### src/rtl/pbfs_pkg.sv
package pbfs_pkg;
  localparam int unsigned REG_W     = 32;
  localparam int unsigned LOCK_BIT  = 31;
  localparam int unsigned EN_BIT    = 30;
  localparam int unsigned DEF_DLY_W = 20;
  localparam int unsigned SYNC_STG  = 2;
endpackage

### src/rtl/pbfs_sync.sv
module pbfs_sync #(
  parameter int unsigned STAGES  = 2,
  parameter logic        RST_VAL = 1'b1
) (
  input  logic clk_i,
  input  logic rst_ni,
  input  logic d_i,
  output logic q_o
);
  logic [STAGES-1:0] stg_q;

  generate
    for (genvar g = 0; g < STAGES; g++) begin : g_stg
      always_ff @(posedge clk_i or negedge rst_ni) begin
        if (!rst_ni) stg_q[g] <= RST_VAL;
        else if (g == 0) stg_q[g] <= d_i;
        else stg_q[g] <= stg_q[(g == 0) ? 0 : g-1];
      end
    end
  endgenerate

  assign q_o = stg_q[STAGES-1];
endmodule

### src/rtl/pbfs_cfg_reg.sv
module pbfs_cfg_reg
  import pbfs_pkg::*;
#(
  parameter int unsigned DLY_W = DEF_DLY_W
) (
  input  logic             clk_i,
  input  logic             rst_ni,
  input  logic             wr_en_i,
  input  logic [REG_W-1:0] wr_data_i,
  output logic [REG_W-1:0] rd_data_o,
  output logic             en_o,
  output logic [DLY_W-1:0] dly_o,
  output logic             restart_o
);
  localparam int unsigned RSV_W = EN_BIT - DLY_W;

  logic             lock_q;
  logic             en_q;
  logic [DLY_W-1:0] dly_q;
  logic             accept;

  // locked writes are dropped entirely
  assign accept = wr_en_i & ~lock_q;

  always_ff @(posedge clk_i or negedge rst_ni) begin
    if (!rst_ni) begin
      lock_q <= 1'b0;
      en_q   <= 1'b0;
      dly_q  <= '0;
    end else if (accept) begin
      lock_q <= wr_data_i[LOCK_BIT];
      en_q   <= wr_data_i[EN_BIT];
      dly_q  <= wr_data_i[DLY_W-1:0];
    end
  end

  assign rd_data_o = {lock_q, en_q, {RSV_W{1'b0}}, dly_q};
  assign en_o      = en_q;
  assign dly_o     = dly_q;
  assign restart_o = accept;
endmodule

### src/rtl/pbfs_press_timer.sv
module pbfs_press_timer #(
  parameter int unsigned DLY_W = 20
) (
  input  logic             clk_i,
  input  logic             rst_ni,
  input  logic             tick_i,
  input  logic             pressed_i,
  input  logic             en_i,
  input  logic [DLY_W-1:0] dly_i,
  input  logic             restart_i,
  output logic             force_off_o,
  output logic             hold_stby_o
);
  localparam int unsigned CMP_W = DLY_W + 1;

  logic [DLY_W-1:0] cnt_q;
  logic             off_q;
  logic [CMP_W-1:0] cnt_nxt;
  logic             hit;
  logic             fire;

  assign cnt_nxt = {1'b0, cnt_q} + CMP_W'(1);
  // zero delay behaves as one edge
  assign hit     = cnt_nxt >= {1'b0, dly_i};
  assign fire    = tick_i & pressed_i & en_i & ~off_q & hit & ~restart_i;

  always_ff @(posedge clk_i or negedge rst_ni) begin
    if (!rst_ni) begin
      off_q <= 1'b0;
    end else if (tick_i && !pressed_i) begin
      off_q <= 1'b0;
    end else if (fire) begin
      off_q <= 1'b1;
    end
  end

  always_ff @(posedge clk_i or negedge rst_ni) begin
    if (!rst_ni) begin
      cnt_q <= '0;
    end else if (restart_i) begin
      cnt_q <= '0;
    end else if (tick_i) begin
      if (!pressed_i || !en_i) cnt_q <= '0;
      else if (!off_q && !hit) cnt_q <= cnt_nxt[DLY_W-1:0];
    end
  end

  assign force_off_o = off_q;
  assign hold_stby_o = off_q & pressed_i;
endmodule

### src/rtl/pwrbtn_failsafe.sv
module pwrbtn_failsafe
  import pbfs_pkg::*;
#(
  parameter int unsigned DLY_W = DEF_DLY_W
) (
  input  logic             clk_i,
  input  logic             rst_ni,
  input  logic             wr_en_i,
  input  logic [REG_W-1:0] wr_data_i,
  output logic [REG_W-1:0] rd_data_o,
  input  logic             btn_ni,
  input  logic             tick_i,
  output logic             force_off_o,
  output logic             hold_stby_o
);
  logic             btn_s;
  logic             en;
  logic [DLY_W-1:0] dly;
  logic             restart;

  pbfs_sync #(
    .STAGES (SYNC_STG),
    .RST_VAL(1'b1)
  ) u_sync (
    .clk_i (clk_i),
    .rst_ni(rst_ni),
    .d_i   (btn_ni),
    .q_o   (btn_s)
  );

  pbfs_cfg_reg #(
    .DLY_W(DLY_W)
  ) u_cfg (
    .clk_i    (clk_i),
    .rst_ni   (rst_ni),
    .wr_en_i  (wr_en_i),
    .wr_data_i(wr_data_i),
    .rd_data_o(rd_data_o),
    .en_o     (en),
    .dly_o    (dly),
    .restart_o(restart)
  );

  pbfs_press_timer #(
    .DLY_W(DLY_W)
  ) u_tmr (
    .clk_i      (clk_i),
    .rst_ni     (rst_ni),
    .tick_i     (tick_i),
    .pressed_i  (~btn_s),
    .en_i       (en),
    .dly_i      (dly),
    .restart_i  (restart),
    .force_off_o(force_off_o),
    .hold_stby_o(hold_stby_o)
  );
endmodule

### config.mk
export PLATFORM = sky130hd
export DESIGN_NAME = pwrbtn_failsafe
export DESIGN_NICKNAME = d
export VERILOG_FILES = /design/src/rtl/pbfs_pkg.sv /design/src/rtl/pbfs_sync.sv /design/src/rtl/pbfs_cfg_reg.sv /design/src/rtl/pbfs_press_timer.sv /design/src/rtl/pwrbtn_failsafe.sv
export SDC_FILE = /design/constraint.sdc
export NUM_CORES = 1
export LEC_CHECK = 0
export ABC_AREA = 0
export BUFFER_PORTS_ARGS = -buffer_cell sky130_fd_sc_hd__buf_2
export CORE_MARGIN = 2
export CORE_UTILIZATION = 54
export CTS_CLUSTER_DIAMETER = 100
export DETAILED_ROUTE_END_ITERATION = 10
export PLACE_DENSITY = 0.81
export SETUP_SLACK_MARGIN = 0.4
export SYNTH_ARGS = -nofsm -noshare
export SYNTH_HDL_FRONTEND = slang
export SYNTH_SLANG_ARGS = --single-unit
### constraint.sdc
create_clock -name clk_i -period 4.04 [get_ports clk_i]
set_input_delay 0.404 -clock clk_i [delete_from_list [all_inputs] [get_ports clk_i]]
set_output_delay 0.404 -clock clk_i [all_outputs]
set_load 0.01 [all_outputs]
Yosys cells after proc, flatten, opt, wreduce, memory -nomap -nowiden
Index checks and enable logic that the tools add are counted. W data, S select, Z words.

Add/subtract/negate cells: 1. Magnitude comparators: 1. Mux-type cells: 6. Bitwise logic cells: 11. Reductions and logical operators: 10.

Operator list (number): $mux W20 (4); $add A20 B1 Y21 const B (1); $ge A21 B20 Y1 (1); $and A1 B1 Y1 (7); $not A1 Y1 (4); $reduce_bool A2 Y1 (2); $logic_not A1 Y1 (3); $reduce_bool A3 Y1 (1); $logic_and A1 B1 Y1 (2); $mux W1 (2); $reduce_and A2 Y1 (1); $logic_or A1 B1 Y1 (1).

Register bits: 45. Word-level logic and storage cells: 36.

Longest topological paths before layout
Word-level depth: 8. Gate-level depth with buffers: 14. Gate-level depth less buffers: 13.

By module
Synthesis repeated with hierarchy kept, for this count alone.

Cells, all modules: 350. Area total of the unflattened synthesis: 3245.6 um2.

By module, submodules not included: pbfs_press_timer (instances 1, cells each 267, area an instance 2114.5 um2, seq. area each 525.5 um2); pbfs_cfg_reg (instances 1, cells each 80, area an instance 1074.8 um2, seq. area each 550.5 um2); pbfs_sync (instances 1, cells each 2, area an instance 52.6 um2, seq. area each 52.6 um2); pwrbtn_failsafe (instances 1, cells each 1, area an instance 3.8 um2, seq. area each 0.0 um2).

Least setup slack after synthesis
OpenSTA, ideal clock, no wires.

Path type: register to register. Start point: register u_tmr.cnt_q[0]. End point: register u_tmr.cnt_q[4]. Setup time: 0.086 ns. Data arrival time: 3.319 ns. Data required time: 3.954 ns. Slack: 0.635 ns. Cell stages (with the launch flop): 15. Cell sequence: dfrtp_1 ha_1 nand3_2 nor4_4 nand4_1 and2_1 or2_2 ha_1 nand3_1 nor4_2 nor4b_2 a21boi_0 a21bo_1 buf_6 o221ai_2.

Cells in the longest elaborated chain, start to end: 6. Elaborated cells on any way between the ends: 10. Classes of those cells: add/sub (1); order compare (1); mux (4); reduce/logical (4).

Ends and longest elaborated chain: start, declared (line pbfs_press_timer.sv:16) `logic [DLY_W-1:0] cnt_q;`; start signal, assigned (line pbfs_press_timer.sv:44) `else if (!off_q && !hit) cnt_q <= cnt_nxt[DLY_W-1:0];`; $add A20 B1 Y21 * (line pbfs_press_timer.sv:22) `assign cnt_nxt = {1'b0, cnt_q} + CMP_W'(1);`; $ge A21 B20 Y1 (line pbfs_press_timer.sv:24) `assign hit = cnt_nxt >= {1'b0, dly_i};`; $logic_not A1 Y1 (line pbfs_press_timer.sv:44); $logic_and A1 B1 Y1 (line pbfs_press_timer.sv:44); $reduce_bool A3 Y1 (no line); $reduce_and A2 Y1 (no line).

Every way passes the cells marked *; elsewhere a longest branch is shown, timed or not. The select of a mux whose other input is x is not followed. A chain may end at the register's enable or synchronous reset.

Worst setup path in the final report
Start point: register u_tmr.cnt_q[1]. End point: register u_tmr.cnt_q[16].

Same word-level chain as after synthesis.

==> flow_metrics.tcl <==
set metrics [dict create \
    status "complete, no violations" \
    grt_max_degree 46 \
    synth_area_leaders "dfrtp_1 (38%), ha_1 (9.3%), nand2_1 (7.2%)" \
    cp_max_fo 6 \
    hold_class "input port to register" \
    cap_violations 0 \
    wl_microns 5990 \
    synth_seq_cells 45 \
    multi_input_area_sq_mm 0.00152 \
    netlist.area_leader.share_pct 38.0 \
    vdd.ir_drop.worst_mv 0.196 \
    synth_edf_count 0 \
    synth-main-ff-cell "dfrtp_1" \
    synthCells 314 \
    clock_skew_ns 0.0128 \
    chipHeight_microns 76.4 \
    critPathSlowestCell "dfrtp_1" \
    setup_viol 0 \
    ys_seq_area_share_pct 39.8 \
    grt_pass1_vias 2165 \
    period_needed_ns 3.46 \
    grt_pass1_wl_microns 9970 \
    die_w_microns 76.4 \
    cpPeakStageDelay_ns 0.41 \
    power.density_mw_per_mm2 330 \
    max_freq_mhz 289 \
    antenna_found_initial 0 \
    critPathRequiredTime_ns 4.25 \
    total_power_mw 1.09 \
    max-slew-margin-rel_pct 32.5 \
    critical_path_arrival_ns 3.67 \
    start_kind "register" \
    path_cells "ha_2 -> nand3_2 -> nor4_4 -> nand4_1 -> and2_1 -> or2_2 -> ha_1 -> nand3_1 -> nor4_4 -> nor4b_4 -> a21boi_2 -> a21bo_4 -> o221ai_1" \
    rsz0062_at_grt "no" \
    via_per_inst 5.25 \
    core-area_sq_mm 0.00507 \
    port_buffers 50 \
    avgSynthCellArea_sq_um 9.02 \
    insertion_delay_ns 0.31 \
    synthArstFlopShare_pct 100 \
    power.leakage_nw 1.59 \
    clkTransAtPathRegs_ns 0.08 \
    htreeDepth 2 \
    dp_hpwl_microns 4310 \
    track_usage_pct 21.0 \
    fp-row-count 26 \
    root_buffer "clkbuf_8" \
    syn2layout_area_growth_pct 16.9 \
    vias 2341 \
    worst_slew_pin_slew_ns 1.01 \
    clockBufferDepth 2 \
    place.gp.congestion 0.804 \
    syn_area_sq_mm 0.00283 \
    start_util_pct 55.8 \
    finalCritPeriodShare_pct 85.7 \
    cts_tree "built" \
    yosys.area.top_type "dfrtp_1" \
    clock-sinks 45 \
    crit_type "register to register" \
    die_area_sq_mm 0.00584 \
    diodes 0 \
    dr.pass1.iters 4 \
    slew_violations 0 \
    drc_errors 0 \
    wl_per_cell_microns 13.4 \
    synth.distinct_cells 48 \
    ios 71 \
    seqCellArea_sq_mm 0.00113 \
    cp.buffers_inverters 0 \
    detail-route-antenna-nets 0 \
    grt_overflow 0 \
    fillCellCount 414 \
    critPathCaptureType "register" \
    final.setup.tns_ns 0 \
    crit_path_frequent_cell "nor4_4" \
    cts_inserted_buffers 5 \
    drive_gt1_share_pct 25.5 \
    hold_violations 0 \
    ys_warn_count 0 \
    crit_family "simple AND/OR/NAND/NOR gates" \
    drt_iter0_drc 192 \
    final_nets 433 \
]
[cell type report]
class	count	area share [%]
sequential	45	34.1
timing repair buffer	67	11.4
clock buffer	7	2.30
clock inverter	1	0.227
inverter	30	3.40
multi-input combinational	226	45.9
tap	70	2.64
[power breakdown]
part	internal (mW)	switching [mW]	leakage (nW)	total, mW
clock	0.123	0.152	0.0385	0.275
combinational	0.112	0.176	0.969	0.288
sequential	0.504	0.0258	0.580	0.530
total	0.739	0.354	1.59	1.09
[through the flow]
| step | util (%) | area, sq um | hold WS, ns | setup WS, ns | std cells |
|---|---|---|---|---|---|
| detailed placement | 61.4 | 3120 | 0.351 | 0.199 | 428 |
| global placement | 61.4 | 3120 | 0.346 | 0.339 | 428 |
| global route | 65.3 | 3310 | 0.181 | 0.376 | 446 |
| floorplan | - | 2870 | 0.108 | 0.635 | 323 |
| CTS | 63.7 | 3230 | 0.192 | 0.426 | 437 |
| finish | 65.3 | 3310 | 0.194 | 0.576 | 446 |
[state kept, by name, indices dropped and copies added (netlist names)]
signal and cells:
u_cfg.lock_q 1, u_sync.q_o 1, u_tmr.force_off_o 1, u_sync.stg_q 1, u_cfg.dly_o 20, u_cfg.en_o 1
u_tmr.cnt_q 20
[synth_stat cells (2+ instances only)]
master,n
a21o_1,2
a21oi_1,9
and2_1,3
and3_1,2
and4_1,4
buf_4,13
buf_6,2
clkbuf_1,7
dfrtp_1,43
dfstp_2,2
ha_1,21
inv_1,30
mux2_2,2
mux2i_1,10
nand2_1,54
nand2b_1,2
nand3_1,10
nand4_1,7
nor2_1,13
nor2b_1,3
nor4_2,2
o211ai_1,4
o21ai_0,24
o21ai_1,6
o221ai_2,3
or2_2,3
xnor2_1,12
[metal layers]
| layer | wire length [microns] | track usage, % | up-vias |
|---|---|---|---|
| li1 | - | - | 1169 |
| met1 | 2650 | 27.9 | 1092 |
| met2 | 2940 | 35.3 | 72 |
| met3 | 315 | 3.20 | 8 |
| met4 | 85 | 7.09 | 0 |
| met5 | 0 | 0 | - |
[cells by family after synthesis]
group | Yosys count | share of synthesized area (%)
adders and majority gates | 21 | 9.28
xor gates and xnor gates | 13 | 4.02
other | 1 | 0.132
muxes | 12 | 4.33
and+or+nand+nor | 112 | 20.4
buffers and inverters | 53 | 9.28
DFF | 45 | 39.8
AOI/OAI and AO/OA | 57 | 12.7
[cell usage in the layout (no fill, tap or decap), types with 3 or more instances in the layout]
| master | n |
|---|---|
| a21oi_1 | 8 |
| clkbuf_8 | 5 |
| o21ai_0 | 24 |
| o211ai_1 | 4 |
| nor2_1 | 13 |
| o221ai_2 | 3 |
| conb_1 | 10 |
| and4_1 | 4 |
| and2_1 | 3 |
| buf_2 | 50 |
| dfrtp_1 | 43 |
| or2_2 | 3 |
| xnor2_1 | 12 |
| buf_4 | 17 |
| nand4_1 | 7 |
| nand3_1 | 10 |
| ha_1 | 20 |
| inv_1 | 30 |
| o21ai_1 | 6 |
| mux2i_1 | 10 |
| nand2_1 | 54 |
[what timing repair did]
action                                 4_1_cts  5_1_grt
setup endpoints to repair                   11       20
pin swaps                                    0        3
resized for setup                            4        4
gates cloned                                 0        1
hold buffers                                 0        0
buffers inserted                             1        8
endpoints found under the hold margin        0        0
[final timing paths]
| kind | start | to | slack, ns | cells after the start |
|---|---|---|---|---|
| min | btn_ni | u_sync.stg_q[0] | 0.19 | 1 |
| min reg2reg | u_sync.stg_q[0] | u_sync.q_o | 0.36 | 0 |
| max | u_tmr.cnt_q[1] | u_tmr.cnt_q[16] | 0.58 | 13 |
| max in group asynchronous | rst_ni | u_tmr.cnt_q[0] | 3.14 | 1 |
| min in group asynchronous | rst_ni | u_cfg.lock_q | 0.25 | 1 |
| max reg2reg | u_tmr.cnt_q[1] | u_tmr.cnt_q[16] | 0.58 | 13 |
Note: power is estimated with default switching activity, not from simulation.
